**src/rtl/intc_pkg.sv**
```systemverilog
package intc_pkg;

   // Word offsets of the register port; enable and pending words are laid
   // out so that the word index adds to a base offset.
   typedef enum logic [3:0] {
      OFS_ENA_W0  = 4'd0,
      OFS_ENA_W1  = 4'd1,
      OFS_PND_W0  = 4'd2,
      OFS_PND_W1  = 4'd3,
      OFS_VECTOR  = 4'd4,
      OFS_CONFIG  = 4'd5,
      OFS_PRIO_W0 = 4'd6,
      OFS_PRIO_W1 = 4'd7
   } reg_ofs_e;

   localparam logic [31:0] PRIO_RESET = 32'h0530_9770;

   // Which register word a source lands in (0 = high word, 1 = low word).
   function automatic logic src_word(input int unsigned n);
      return (n < 16) || ((n >= 32) && (n < 48));
   endfunction

   // Which bit inside that word a source lands on.
   function automatic logic [4:0] src_bit(input int unsigned n);
      int unsigned b;
      if (n == 0)       b = 0;
      else if (n < 16)  b = 16 - n;
      else if (n < 19)  b = 18 - n;
      else if (n < 31)  b = 33 - n;
      else if (n == 31) b = 0;
      else if (n < 48)  b = 63 - n;
      else              b = n - 32;
      return 5'(b);
   endfunction

endpackage

```
**src/rtl/intc_src_route.sv**
```systemverilog
module intc_src_route #(
   parameter int unsigned NSRC = 64,
   parameter int unsigned DW   = 32
) (
   input  logic [NSRC-1:0]       src,
   output logic [1:0][DW-1:0]    raw
);
   import intc_pkg::*;

   always_comb begin
      raw = '0;
      for (int n = 0; n < NSRC; n++) begin
         if (src[n]) raw[src_word(n)][src_bit(n)] = 1'b1;
      end
   end

endmodule

```
**src/rtl/intc_bank.sv**
```systemverilog
module intc_bank #(
   parameter int unsigned DW = 32
) (
   input  logic          clk,
   input  logic          rst_n,
   input  logic [DW-1:0] raw,
   input  logic          ena_we,
   input  logic          pnd_we,
   input  logic [DW-1:0] wdata,
   output logic [DW-1:0] ena_q,
   output logic [DW-1:0] pnd_q
);

   logic [DW-1:0] clr;
   assign clr = pnd_we ? wdata : '0;

   always_ff @(posedge clk or negedge rst_n) begin
      if (!rst_n) begin
         ena_q <= '0;
         pnd_q <= '0;
      end else begin
         if (ena_we) ena_q <= wdata;
         pnd_q <= (pnd_q & ~clr) | raw;
      end
   end


   ena_write_chk: assert property (@(posedge clk) disable iff (!rst_n)
      ena_we |=> (ena_q == $past(wdata)));


   pnd_w1c_chk: assert property (@(posedge clk) disable iff (!rst_n)
      pnd_we |=> ((pnd_q & $past(wdata & ~raw)) == '0));


   level_hold_chk: assert property (@(posedge clk) disable iff (!rst_n)
      (raw != '0) |=> ((pnd_q & $past(raw)) == $past(raw)));

endmodule

```
**src/rtl/intc_vec_enc.sv**
```systemverilog
module intc_vec_enc #(
   parameter int unsigned NSRC  = 64,
   parameter int unsigned DW    = 32,
   parameter int unsigned SRC_W = 6
) (
   input  logic [1:0][DW-1:0] act,
   output logic [SRC_W-1:0]   id
);
   import intc_pkg::*;

   // Descending scan: the last hit is the lowest nonzero source number.
   always_comb begin
      id = '0;
      for (int n = NSRC - 1; n >= 1; n--) begin
         if (act[src_word(n)][src_bit(n)]) id = SRC_W'(n);
      end
   end

endmodule

```
**src/rtl/intc64_map.sv**
```systemverilog
module intc64_map #(
   parameter int unsigned NSRC     = 64,
   parameter int unsigned DW       = 32,
   parameter int unsigned AW       = 4,
   parameter int unsigned SRC_W    = 6,
   parameter logic [31:0] CFG_INIT = 32'h0
) (
   input  logic            clk,
   input  logic            rst_n,
   input  logic [NSRC-1:0] irq_in,
   input  logic            bus_wr,
   input  logic [AW-1:0]   bus_addr,
   input  logic [DW-1:0]   bus_wdata,
   output logic [DW-1:0]   bus_rdata,
   output logic            irq_o
);
   import intc_pkg::*;

   localparam int unsigned NWORD = 2;
   localparam logic [AW-1:0] A_ENA0 = AW'(OFS_ENA_W0);
   localparam logic [AW-1:0] A_ENA1 = AW'(OFS_ENA_W1);
   localparam logic [AW-1:0] A_PND0 = AW'(OFS_PND_W0);
   localparam logic [AW-1:0] A_PND1 = AW'(OFS_PND_W1);
   localparam logic [AW-1:0] A_VEC  = AW'(OFS_VECTOR);
   localparam logic [AW-1:0] A_CFG  = AW'(OFS_CONFIG);
   localparam logic [AW-1:0] A_PRI0 = AW'(OFS_PRIO_W0);
   localparam logic [AW-1:0] A_PRI1 = AW'(OFS_PRIO_W1);

   if (NSRC != NWORD * DW) begin : g_bad_nsrc
      $error("intc64_map: NSRC must equal two register words");
   end
   if (DW != 32 || NSRC != 64) begin : g_bad_map
      $error("intc64_map: routing table is fixed to 64 sources over 32-bit words");
   end
   if ((1 << SRC_W) != NSRC) begin : g_bad_srcw
      $error("intc64_map: SRC_W must encode every source number");
   end
   if (AW < 3 || DW <= SRC_W) begin : g_bad_aw
      $error("intc64_map: address or data width too small");
   end

   logic [1:0][DW-1:0] raw;
   logic [1:0][DW-1:0] ena;
   logic [1:0][DW-1:0] pnd;
   logic [1:0][DW-1:0] act;
   logic [SRC_W-1:0]   vec_id;
   logic [DW-1:0]      vec_word;
   logic [DW-1:0]      cfg_q;
   logic [DW-1:0]      pri0_q;
   logic [DW-1:0]      pri1_q;

   intc_src_route #(.NSRC(NSRC), .DW(DW)) u_route (
      .src (irq_in),
      .raw (raw)
   );

   for (genvar w = 0; w < NWORD; w++) begin : g_bank
      logic ena_we;
      logic pnd_we;
      assign ena_we = bus_wr && (bus_addr == A_ENA0 + AW'(w));
      assign pnd_we = bus_wr && (bus_addr == A_PND0 + AW'(w));

      intc_bank #(.DW(DW)) u_bank (
         .clk    (clk),
         .rst_n  (rst_n),
         .raw    (raw[w]),
         .ena_we (ena_we),
         .pnd_we (pnd_we),
         .wdata  (bus_wdata),
         .ena_q  (ena[w]),
         .pnd_q  (pnd[w])
      );
      assign act[w] = ena[w] & pnd[w];
   end

   intc_vec_enc #(.NSRC(NSRC), .DW(DW), .SRC_W(SRC_W)) u_enc (
      .act (act),
      .id  (vec_id)
   );

   assign vec_word = {vec_id, {(DW - SRC_W){1'b0}}};
   assign irq_o    = |act;

   always_ff @(posedge clk or negedge rst_n) begin
      if (!rst_n) begin
         cfg_q  <= CFG_INIT;
         pri0_q <= PRIO_RESET;
         pri1_q <= PRIO_RESET;
      end else if (bus_wr) begin
         if (bus_addr == A_CFG)  cfg_q  <= bus_wdata;
         if (bus_addr == A_PRI0) pri0_q <= bus_wdata;
         if (bus_addr == A_PRI1) pri1_q <= bus_wdata;
      end
   end

   always_comb begin
      case (bus_addr)
         A_ENA0:  bus_rdata = ena[0];
         A_ENA1:  bus_rdata = ena[1];
         A_PND0:  bus_rdata = pnd[0];
         A_PND1:  bus_rdata = pnd[1];
         A_VEC:   bus_rdata = vec_word;
         A_CFG:   bus_rdata = cfg_q;
         A_PRI0:  bus_rdata = pri0_q;
         A_PRI1:  bus_rdata = pri1_q;
         default: bus_rdata = '0;
      endcase
   end


   vec_implies_irq_chk: assert property (@(posedge clk) disable iff (!rst_n)
      (vec_id != '0) |-> irq_o);


   vec_quiet_chk: assert property (@(posedge clk) disable iff (!rst_n)
      !irq_o |-> (vec_id == '0));


   cfg_hold_chk: assert property (@(posedge clk) disable iff (!rst_n)
      !(bus_wr && bus_addr == A_CFG) |=> $stable(cfg_q));


   pri_hold_chk: assert property (@(posedge clk) disable iff (!rst_n)
      !(bus_wr && (bus_addr == A_PRI0 || bus_addr == A_PRI1))
      |=> ($stable(pri0_q) && $stable(pri1_q)));

endmodule

```
**config.mk**
```make
export PLATFORM = sky130hd
export DESIGN_NAME = intc64_map
export DESIGN_NICKNAME = d
export VERILOG_FILES = /design/src/rtl/intc_pkg.sv /design/src/rtl/intc_src_route.sv /design/src/rtl/intc_bank.sv /design/src/rtl/intc_vec_enc.sv /design/src/rtl/intc64_map.sv
export SDC_FILE = /design/constraint.sdc
export NUM_CORES = 1
export LEC_CHECK = 0
export ABC_AREA = 1
export BUFFER_PORTS_ARGS = -buffer_cell sky130_fd_sc_hd__buf_2
export CORE_ASPECT_RATIO = 0.8
export CORE_MARGIN = 4
export CORE_UTILIZATION = 25
export CTS_CLUSTER_DIAMETER = 30
export DETAILED_ROUTE_END_ITERATION = 8
export GPL_TIMING_DRIVEN = 0
export MAX_ROUTING_LAYER = met4
export PLACE_DENSITY = 0.41
export SLEW_MARGIN = 10
export SYNTH_ARGS = -nofsm -noshare
export SYNTH_HDL_FRONTEND = slang
export SYNTH_SLANG_ARGS = --single-unit
```
**constraint.sdc**
```tcl
create_clock -name clk -period 3 [get_ports clk]
set_input_delay 0 -clock clk [delete_from_list [all_inputs] [get_ports clk]]
set_output_delay 0 -clock clk [all_outputs]
set_load 0.005 [all_outputs]
```
[Yosys cells after proc, flatten, opt, wreduce, memory -nomap -nowiden]
Cells that the tools add are included.
Storage, ports and cells
  flip-flop bits (word level): 224
  word-level logic and storage cells: 606
Cells by class
  bitwise gates (word level): 70
  muxes and demuxes: 321
  equality and inequality tests: 7
  reduce and logical (&&, ||, !) cells: 73
  magnitude comparators: 128
Operators by type and width (count)
  32-bit 2-to-1 mux: 66
  32-bit OR: 64
  5-bit by 6-bit < comparator with 1-bit output, second input constant: 64
  6-bit 2-to-1 mux: 62
  1-bit demux with 5-bit select: 64
  5-bit by 1-bit >= comparator with 1-bit output, second input constant: 64
  5-bit 2-to-1 mux: 64
  32-bit one-hot mux with 8 select lines: 1
  32-bit AND: 4
  1-bit logical AND: 68
  1-bit 2-to-1 mux: 64
  32-bit NOT: 2
  64-bit OR reduction: 1
  4-bit by 3-bit equality test with 1-bit output, second input constant: 4
  4-bit by 2-bit equality test with 1-bit output, second input constant: 2
  2-bit AND reduction: 3
  4-bit by 1-bit equality test with 1-bit output, second input constant: 1
  4-bit logical NOT: 1

[Depth between registers and ports, before layout]
Gate-level depths: netlist of run 1.
  word-level depth: 69
  mapped depth: 64

[By module]
Synthesis of run 1 repeated with hierarchy kept, for this count alone.
Second synthesis, totals
  cell total of the unflattened synthesis: 1844
  area total of the unflattened synthesis: 13266.5 sq um
Modules (own cells, without submodules)
  intc64_map: area each 6386.1 sq um, times used 1, cells each 967
  intc_bank: area each 2591.2 sq um, times used 2, cells each 298
  intc_vec_enc: area each 1209.9 sq um, times used 1, cells each 214
  intc_src_route: area each 488.0 sq um, times used 1, cells each 67

[Least setup slack after synthesis of run 1]
No wires, ideal clock.
  path kind: reg2out
  from: reg g_bank[0].u_bank.pnd_q[31]
  to: out bus_rdata[26]
  arrival time: 3.074 ns
  stages on the path, launching flop included: 65
  slack: -0.074 ns
  path through: dfrtp_1 -> nand2_1 -> inv_1 -> nand2_1 -> nand2_1 -> nand2_1 -> nand2_1 -> nand2_1 -> nand2_1 -> nand2_1 -> nand2_1 -> nand2_1 -> nand2_1 -> nand2_1 -> nand2_1 -> nand2_1 -> nand2_1 -> nand2_1 -> [29 not listed] -> nand2_1 -> nand2_1 -> nand2_1 -> nand2_1 -> nand2_1 -> nand2_1 -> nand2_1 -> nand2_1 -> nand2_1 -> nand2_1 -> nand2_1 -> nand2_1 -> nand2_1 -> nand2_1 -> nand2_1 -> nand2_1 -> nand2_1 -> nand2_1
On the way
  longest elaborated chain between the ends: 64
Ends and longest elaborated chain
  start, declared: RTL line intc_bank.sv:11  | output logic [DW-1:0] pnd_q
  start signal, assigned: RTL line intc_bank.sv:23  | pnd_q <= (pnd_q & ~clr) | raw;
  32-bit AND: RTL line intc64_map.sv:73  | assign act[w] = ena[w] & pnd[w];
  6-bit 2-to-1 mux (62 in a row): RTL line intc_vec_enc.sv:15  | if (act[src_word(n)][src_bit(n)]) id = SRC_W'(n);
  32-bit one-hot mux with 8 select lines: RTL line intc64_map.sv:97  | case (bus_addr)
  end, declared: RTL line intc64_map.sv:14  | output logic [DW-1:0] bus_rdata,
Every way passes these cells.

[Worst setup path after layout of run 1]
Same ends and word-level chain as after synthesis.

==> run_results.csv, run 1 <==
group,metric,value,unit
finish,layout_commonest_cell,"nand2_1",
power_and_ir_drop,internal_power,8.55,mW
grt,grt_pass1_vias,10455,
cts,clkTransAtPathRegs,0.05,ns
synthesis,yosys.area.top_type,"dfrtp_1",
floorplan,rows,66,
routing,dr_wl_met2,19.2,mm
setup_path,criticalPathCategory,"reg -> out",
sta,finalCriticalPeriod,4.88,ns
finish,layout_common_cells,"nand2_1 (472), o21ai_0 (201), dfrtp_1 (200)",
synthesis,synth-xor-area-share,0,
routing,drt_iter0_markers,1027,
synthesis,ys_seq_area_frac,0.538,
run_status,failed_checks,"negative setup slack",
routing,viasPerCell,4.74,
synthesis,synth_edf_count,0,
routing,drc,0,
cts,htree_num_levels,2,
placement,gp_congestion,0.822,
routing,drt-pass1-iter-count,5,
run_status,outcome,"complete, but fails checks",
sta,slew_headroom,0.178,
sta,fin_setup_tns,-3.05,ns
floorplan,dieArea,45300,µm²
setup_path,worstRegToRegCells,3,
floorplan,die_h,191,µm
cts,cts.sinks,224,
synthesis,netlist_area,10500,µm²
finish,instances_no_fill,2252,
routing,top_layer_used,"met4",
synthesis,synth.avg_cell_area,8.04,µm²
finish,syn2layout_area_growth,48.7,%
cts,insertion_delay,0.56,ns
finish,fillers,4286,
routing,dr_total_vias,10676,
routing,drtAntennaViolNets,0,
finish,seq_area,5640,µm²
synthesis,synthCells,1303,
worst_hold_path,hold_class,"in -> async",
floorplan,die_w,237,µm
grt,grt_pass1_wl,67.3,mm
synthesis,ys_ff_latch,224,
synthesis,synth_compound_gate_area_share,0.164,
setup_path,critPathArrivalTime,4.88,ns
sta,fin_skew,0,ns
job,cap_violations,0,
floorplan,ios,136,
synthesis,synth_top_family_by_area,"simple AND/OR/NAND/NOR gates",
synthesis,muxShareOfSynthArea,0,
routing,wl_per_cell,20.0,µm
sta,setup_viol,2,
cts,root_buffer,"clkbuf_16",
power_and_ir_drop,p_sw_frac,0.272,
sta,max_freq,0.205,GHz
setup_path,r2r_slack,1.72,ns
sta,fin_crit_sh,1.63,
finish,utilization,0.380,
finish,nets,1762,
placement,hpwl,30.2,mm
sta,drv_slew,0,
synthesis,synth_warnings,0,
grt,antenna_found_initial,3,
power_and_ir_drop,finalPower,11.7,mW
setup_path,slowest_delay,0.41,ns
power_and_ir_drop,worst_ir_drop_vdd,0.383,mV
power_and_ir_drop,power_switching,3.19,mW
setup_path,cpMostUsedCell,"nand2_1",
synthesis,async_reset_ff_frac,1.00,
floorplan,core,41000,µm²
setup_path,slowest_stage,"dfrtp_1",
routing,routed_wl,45.0,mm
synthesis,synthSimpleGateAreaFrac,0.237,
sta,fin_ws,-1.88,ns
grt,grt_usage,0.202,
power_and_ir_drop,seqPwrFrac,0.327,
sta,rsz0062_at_grt,"true",
setup_path,worstPathRequired,3.00,ns
synthesis,synth_fa_ha_area_frac,0,
grt,grt_overflow,0,
synthesis,synth_top_cell_area_share,0.478,
synthesis,synthFlopType,"dfrtp_1",
cts,cts_buffers,56,
placement,place_area,11900,µm²
setup_path,crit-reg2reg-capture,"g_bank[0].u_bank.pnd_q[17]",
placement,io_buffers,134,
sta,holdWs,0.0725,ns
floorplan,start_util,0.255,
synthesis,yosysUniqueCellTypes,24,
power_and_ir_drop,power.density,754,nW/µm²
cts,cts_tree,"yes",
finish,drive_gt1_frac,0.190,
placement,dp_cells,1983,
placement,pre_cts_slack,-1.55,ns
setup_path,worstSetupEndpointType,"output pin",
grt,grt_max_degree,100,
sta,max_slew.worst_pin.slew,1.23,ns
finish,multiInputGateArea,4260,µm²
routing,dr_wl_met3,3.05,mm
power_and_ir_drop,combPwrFrac,0.142,
synthesis,synth_nets,1406,
synthesis,synthTopCellsByArea,"dfrtp_1 (48%), nand2_1 (17%), o21ai_0 (9.6%)",
power_and_ir_drop,leakage,7.12,nW
sta,finalHoldViolCount,0,
setup_path,worstReg2RegStart,"g_bank[0].u_bank.pnd_q[17]",
power_and_ir_drop,clkPwrFrac,0.531,
finish,postLayoutCellArea,15600,µm²
setup_path,startpoint_type,"flop",
routing,wl_met1,22.0,mm
setup_path,crit_fanout,3,
cts,cts_buffer_depth,3,
==> final cells by class <==
class,instances,share of cell area
inverter,112,0.0270
clock inverter,25,0.0214
clock buffer,80,0.105
antenna,2,0.000321
tap,544,0.0437
multi-input combinational,909,0.274
timing repair buffer,298,0.152
buffer,58,0.0145
sequential,224,0.362
==> metal layers <==
layer	vias to the layer above	track usage
met2	400	0.293
met4	0	0.0402
li1	4993	-
met3	70	0.0340
met5	-	-
met1	5213	0.298
==> logic make-up (layout without fill, tap and decap cells) <==
group           count (synthesis)  in the layout
other cells                     0              2
compound gates                297            297
buf+inv                       170            573
simple gates                  612            612
flops                         224            224
==> cell usage after synthesis (3+ instances only) <==
library cell,instances
dfrtp_1,200
dfstp_2,24
o21ai_0,201
o21ai_1,26
a21oi_1,5
a22o_1,28
nand2_2,35
inv_1,104
nand3_1,5
inv_2,8
buf_1,3
nand4_1,32
nor2_1,51
clkbuf_1,55
nand2_1,486
a221oi_1,30
==> state kept, by name (all words and copies together), names as in the netlist <==
name                 count
g_bank.u_bank.pnd_q     64
pri0_q                  32
g_bank.u_bank.ena_q     64
pri1_q                  32
cfg_q                   32
==> critical path, delay by kind of cell, from the launching register on <==
family,cells,cell delay [ns]
AND/OR/NAND/NOR,63,3.73
flip-flops,1,0.41
buffers and inverters,2,0.17
==> power groups by stage <==
stage	sequential, mW	combinational [mW]	clock [mW]
final	3.84	1.67	6.23
after global routing	3.90	1.90	6.52
after CTS	3.83	1.66	6.33
after detailed placement	3.87	1.50	0
after global placement	3.87	1.47	0
after floorplan	3.80	0.941	0
==> worst max path at each step <==
| stage | startpoint | end | slack [ns] | cells after the start |
|---|---|---|---|---|
| floorplan | g_bank[0].u_bank.pnd_q[31] | bus_rdata[26] | -0.07 | 64 |
| global placement | rst_n | g_bank[0].u_bank.pnd_q[6] | -2.45 | 1 |
| detailed placement | g_bank[0].u_bank.pnd_q[31] | bus_rdata[26] | -1.55 | 65 |
| CTS | g_bank[0].u_bank.pnd_q[31] | bus_rdata[26] | -1.91 | 65 |
| global route | g_bank[0].u_bank.pnd_q[31] | bus_rdata[26] | -2.49 | 65 |
| finish | g_bank[0].u_bank.pnd_q[31] | bus_rdata[26] | -1.88 | 65 |
==> what timing repair did <==
| action | in CTS | in global routing |
|---|---|---|
| pin swaps | 4 | 16 |
| endpoints found under the hold margin | 430 | 0 |
| hold buffers | 161 | 0 |
| setup buffers | 0 | 1 |
| endpoints found under the setup margin | 3 | 12 |
| gates resized for setup | 16 | 9 |
(Power assumes the default switching activity.)
==> inputs of run 2 (changes only) <==
--- a/config.mk
+++ b/config.mk
@@ -15,6 +15,7 @@
 export GPL_TIMING_DRIVEN = 0
 export MAX_ROUTING_LAYER = met4
 export PLACE_DENSITY = 0.41
+export SKIP_LAST_GASP = 1
 export SLEW_MARGIN = 10
 export SYNTH_ARGS = -nofsm -noshare
 export SYNTH_HDL_FRONTEND = slang
==> run 2 against run 1 <==
  * The run still ends with negative setup slack left
  * Global-route usage stayed put
  * Total power hardly changed
  * Fmax is 0.62% lower
  * Highest routed layer unchanged
==> run_results.csv, run 2 (same netlist as run 1, synthesis figures left out) <==
group,metric,value,unit
routing,wl_per_cell,20.0,µm
floorplan,core,41000,µm²
sta,rsz0062_at_grt,"true",
setup_path,criticalPathCategory,"reg -> out",
setup_path,startpoint_type,"flop",
run_status,failed_checks,"negative setup slack",
sta,max_freq,0.204,GHz
power_and_ir_drop,worst_ir_drop_vdd,0.384,mV
grt,grt_pass1_vias,10455,
grt,grt_usage,0.202,
sta,fin_setup_tns,-3.07,ns
finish,drive_gt1_frac,0.189,
sta,max_slew.worst_pin.slew,1.22,ns
placement,pre_cts_slack,-1.55,ns
grt,grt_max_degree,100,
routing,dr_total_vias,10672,
routing,drt_iter0_markers,1046,
cts,cts_buffer_depth,3,
job,cap_violations,0,
setup_path,cpMostUsedCell,"nand2_1",
cts,htree_num_levels,2,
cts,cts_tree,"yes",
floorplan,dieArea,45300,µm²
setup_path,r2r_slack,1.72,ns
setup_path,slowest_stage,"dfrtp_1",
finish,layout_commonest_cell,"nand2_1",
routing,drc,0,
setup_path,worstPathRequired,3.00,ns
finish,largest_registers,"g_bank.u_bank.ena_q: 64 flops, g_bank.u_bank.pnd_q: 64 flops",
setup_path,worstSetupEndpointType,"output pin",
sta,fin_skew,0,ns
finish,layout_common_cells,"nand2_1 (473), o21ai_0 (201), dfrtp_1 (200)",
routing,drt-pass1-iter-count,5,
floorplan,die_w,237,µm
floorplan,ios,136,
floorplan,start_util,0.255,
routing,viasPerCell,4.74,
power_and_ir_drop,leakage,7.12,nW
routing,routed_wl,45.0,mm
sta,fin_ws,-1.91,ns
floorplan,die_h,191,µm
cts,cts.sinks,224,
grt,grt_pass1_wl,67.3,mm
cts,clkTransAtPathRegs,0.05,ns
sta,slew_headroom,0.184,
cts,root_buffer,"clkbuf_16",
setup_path,crit_fanout,3,
routing,drtAntennaViolNets,0,
placement,io_buffers,134,
sta,drv_slew,0,
cts,insertion_delay,0.56,ns
setup_path,critPathArrivalTime,4.91,ns
sta,finalHoldViolCount,0,
sta,fin_crit_sh,1.64,
sta,finalCriticalPeriod,4.91,ns
finish,postLayoutCellArea,15600,µm²
sta,setup_viol,2,
power_and_ir_drop,power.density,754,nW/µm²
floorplan,rows,66,
finish,utilization,0.379,
grt,grt_overflow,0,
placement,place_area,11900,µm²
grt,antenna_found_initial,3,
finish,syn2layout_area_growth,48.6,%
power_and_ir_drop,finalPower,11.7,mW
placement,gp_congestion,0.822,
setup_path,slowest_delay,0.41,ns
placement,hpwl,30.2,mm
cts,cts_buffers,56,
worst_hold_path,hold_class,"in -> async",
run_status,outcome,"complete, but fails checks",
finish,nets,1762,
[run 2: path summary, 6_finish.rpt]
kind,from,end,cells past startpoint
worst min-delay path,rst_n,pri1_q[12],2
worst max-delay path,g_bank[0].u_bank.pnd_q[31],bus_rdata[26],65
worst min register to register,pri1_q[5],pri1_q[5],2
worst max register to register,g_bank[0].u_bank.pnd_q[17],g_bank[0].u_bank.pnd_q[17],3
max in group asynchronous,rst_n,g_bank[0].u_bank.pnd_q[6],3
min in group clk,bus_wr,g_bank[1].u_bank.ena_q[26],4
[run 2: worst max-delay path, delay by kind of cell (launching register included)]
family / cells / cell delay, ns
buf+inv: 2 / 0.17
flops: 1 / 0.41
simple gates: 63 / 3.76
[run 2: per-layer routing]
layer,global-route usage,part of all wire,vias up
met4,0.0402,0.015,0
met5,-,0,-
met1,0.298,0.49,5229
li1,-,-,4996
met2,0.293,0.43,383
met3,0.0340,0.066,64
[run 2: metrics by stage]
stage	cells	hold WS, ns
floorplan	1303	-0.296
global placement	1981	0.185
detailed placement	1983	-0.0400
CTS	2249	0.0489
global route	2252	0.0685
finish	2252	0.0715
[run 2: area by class of cell]
| cell class | instances | area (µm²) |
|---|---|---|
| fill | 4287 | 25500 |
| sequential | 224 | 5640 |
| multi-input combinational | 909 | 4260 |
| timing repair buffer | 298 | 2370 |
| clock buffer | 80 | 1640 |
| tap | 544 | 681 |
| inverter | 112 | 420 |
| clock inverter | 25 | 333 |
| buffer | 58 | 226 |
| antenna | 2 | 5.00 |
[run 2: timing repair]
| item | in CTS | in global routing |
|---|---|---|
| gates resized for setup | 16 | 8 |
| endpoints found under the setup margin | 3 | 12 |
| hold buffers | 161 | 0 |
| setup buffers | 0 | 1 |
| pin swaps | 4 | 16 |
| hold endpoints to repair | 430 | 0 |
[run 2: power breakdown]
part	internal [mW]	switching (mW)
clock network	4.36	1.87
logic	0.655	1.01
registers	3.53	0.309
total	8.55	3.19
==> inputs of run 3 (changes only) <==
--- a/config.mk
+++ b/config.mk
@@ -7,16 +7,20 @@
 export LEC_CHECK = 0
 export ABC_AREA = 1
 export BUFFER_PORTS_ARGS = -buffer_cell sky130_fd_sc_hd__buf_2
+export CELL_PAD_IN_SITES_DETAIL_PLACEMENT = 1
+export CELL_PAD_IN_SITES_GLOBAL_PLACEMENT = 1
 export CORE_ASPECT_RATIO = 0.8
 export CORE_MARGIN = 4
 export CORE_UTILIZATION = 25
 export CTS_CLUSTER_DIAMETER = 30
 export DETAILED_ROUTE_END_ITERATION = 8
+export GPL_ROUTABILITY_DRIVEN = 0
 export GPL_TIMING_DRIVEN = 0
 export MAX_ROUTING_LAYER = met4
-export PLACE_DENSITY = 0.41
+export PLACE_DENSITY = 0.52
 export SKIP_LAST_GASP = 1
 export SLEW_MARGIN = 10
 export SYNTH_ARGS = -nofsm -noshare
 export SYNTH_HDL_FRONTEND = slang
 export SYNTH_SLANG_ARGS = --single-unit
+export TNS_END_PERCENT = 1
==> run 3 against run 2 <==
  * The flow still finishes with violations (negative setup slack)
  * First-iteration DRC count shrank 39%
  * Final area shrank 0.18%
  * Fmax shrank 0.90%
  * Sequential cell count is the same
  * Cell count is essentially flat
  * Non-clock buffer count shrank 1
  * Via count grew 1.1%
  * Critical path type unchanged
==> run_results.csv, run 3 (same netlist as run 1, synthesis figures left out) <==
group,metric,value,unit
run_status,outcome,"complete, but fails checks",
run_status,failed_checks,"negative setup slack",
grt,grt_pass1_wl,71.7,mm
setup_path,crit_fanout,3,
cts,root_buffer,"clkbuf_16",
routing,drtAntennaViolNets,0,
setup_path,worstSetupEndpointType,"output pin",
floorplan,core,41000,µm²
finish,layout_common_cells,"nand2_1 (476), o21ai_0 (201), dfrtp_1 (200)",
routing,routed_wl,47.6,mm
floorplan,dieArea,45300,µm²
power_and_ir_drop,leakage,7.10,nW
floorplan,die_h,191,µm
power_and_ir_drop,worst_ir_drop_vdd,0.416,mV
finish,multiInputGateArea,4230,µm²
sta,max_freq,0.202,GHz
sta,rsz0062_at_grt,"true",
sta,slew_headroom,0.120,
finish,nets,1761,
grt,grt_pass1_vias,11269,
finish,fillers,4849,
sta,fin_setup_tns,-6.26,ns
cts,cts_tree,"yes",
sta,fin_ws,-1.96,ns
setup_path,r2r_slack,1.65,ns
routing,viasPerCell,4.80,
sta,holdWs,0.000823,ns
setup_path,worstReg2RegStart,"g_bank[0].u_bank.pnd_q[31]",
cts,cts_buffer_depth,3,
setup_path,worstRegToRegCells,4,
cts,htree_num_levels,2,
routing,wl_per_cell,21.1,µm
grt,grt_overflow,0,
setup_path,cp-startpoint,"g_bank[0].u_bank.pnd_q[30]",
setup_path,worstPathRequired,3.00,ns
sta,fin_skew,0,ns
setup_path,startpoint_type,"flop",
cts,cts_buffers,56,
routing,drc,0,
setup_path,slowest_stage,"dfrtp_1",
setup_path,criticalPathCategory,"reg -> out",
routing,drt-pass1-iter-count,7,
sta,setup_viol,22,
job,cap_violations,0,
cts,insertion_delay,0.57,ns
floorplan,die_w,237,µm
sta,max_slew.worst_pin.slew,1.32,ns
setup_path,cpMostUsedCell,"nand2_1",
placement,io_buffers,134,
floorplan,ios,136,
grt,grt_max_degree,103,
routing,dr_total_vias,10794,
finish,largest_registers,"g_bank.u_bank.ena_q: 64 flops, g_bank.u_bank.pnd_q: 64 flops",
finish,seq_area,5640,µm²
setup_path,slowest_delay,0.40,ns
sta,finalHoldViolCount,0,
grt,grt_usage,0.215,
floorplan,rows,66,
cts,clkTransAtPathRegs,0.05,ns
finish,layout_commonest_cell,"nand2_1",
worst_hold_path,hold_class,"in -> async",
cts,cts.sinks,224,
floorplan,start_util,0.255,
sta,drv_slew,0,
setup_path,critPathArrivalTime,4.96,ns
placement,hpwl,31.6,mm
power_and_ir_drop,power.density,768,nW/µm²
sta,finalCriticalPeriod,4.96,ns
sta,fin_crit_sh,1.65,
grt,antenna_found_initial,1,
routing,drt_iter0_markers,633,
finish,drive_gt1_frac,0.185,
finish,syn2layout_area_growth,48.4,%
==> run 3: changes by cell type in the layout (fill, tap and decap cells not counted), moves of 2 or more <==
| cell | previous run | this run |
|---|---|---|
| clkbuf_8 | 15 | 12 |
| bufinv_16 | 7 | 9 |
| nand2_1 | 473 | 476 |
| nor2_1 | 48 | 51 |
| nor2_2 | 3 | 0 |
| clkinv_2 | 10 | 13 |
| nand2_2 | 47 | 45 |
| clkinv_4 | 2 | 0 |
| clkbuf_2 | 2 | 0 |
| clkinvlp_4 | 4 | 6 |
==> run 3: cell type report <==
cell class,instances,area share
Buffer,58,0.0140
Antenna cell,1,0.000161
Clock buffer,76,0.104
Multi-Input combinational cell,909,0.272
Timing Repair Buffer,297,0.151
Clock inverter,30,0.0256
Sequential cell,224,0.362
Inverter,112,0.0270
Tap cell,544,0.0438
==> run 3: through the flow <==
step	utilization	power, mW	worst slack [ns]	cells	area (µm²)
2_1_floorplan	-	4.74	-0.0745	1303	10500
3_3_place_gp	0.288	5.36	-2.50	1981	11800
3_5_place_dp	0.290	5.42	-1.59	1983	11900
4_1_cts	0.379	12.1	-2.06	2250	15500
5_1_grt	0.379	12.5	-2.53	2251	15500
6_report	0.379	11.9	-1.96	2251	15500
==> run 3: layer usage <==
metal	global-route usage	vias to the layer above	part of all wire
met4	0.0523	0	0.020
li1	-	5004	-
met5	-	-	0
met3	0.0384	67	0.053
met2	0.334	281	0.45
met1	0.294	5442	0.47
==> run 3: worst paths after layout <==
kind                                               to
setup reg to reg           g_bank[0].u_bank.pnd_q[31]
max in group asynchronous  g_bank[0].u_bank.ena_q[21]
min in group clk                             cfg_q[2]
hold reg to reg                             pri1_q[6]
hold / removal              g_bank[0].u_bank.pnd_q[6]
setup / recovery                        bus_rdata[26]
==> run 3: power by group <==
part	internal, mW	switching, mW	leakage [nW]
Clock	4.50	1.93	0.985
Combinational	0.639	1.02	3.56
Sequential	3.53	0.319	2.55
==> run 3: worst max-delay path, delay by kind of cell (launching register included) <==
kind          cells  cell delay [ns]
flops             1             0.40
simple gates     63             3.83
buf+inv           1             0.13
==> run 3: what timing repair did <==
action                     4_1_cts  5_1_grt
setup endpoints to repair       22       22
buffers inserted                 1        0
hold endpoints to repair       363        0
hold buffers                   160        0
resized for setup                9        1
pin swaps                        2        0
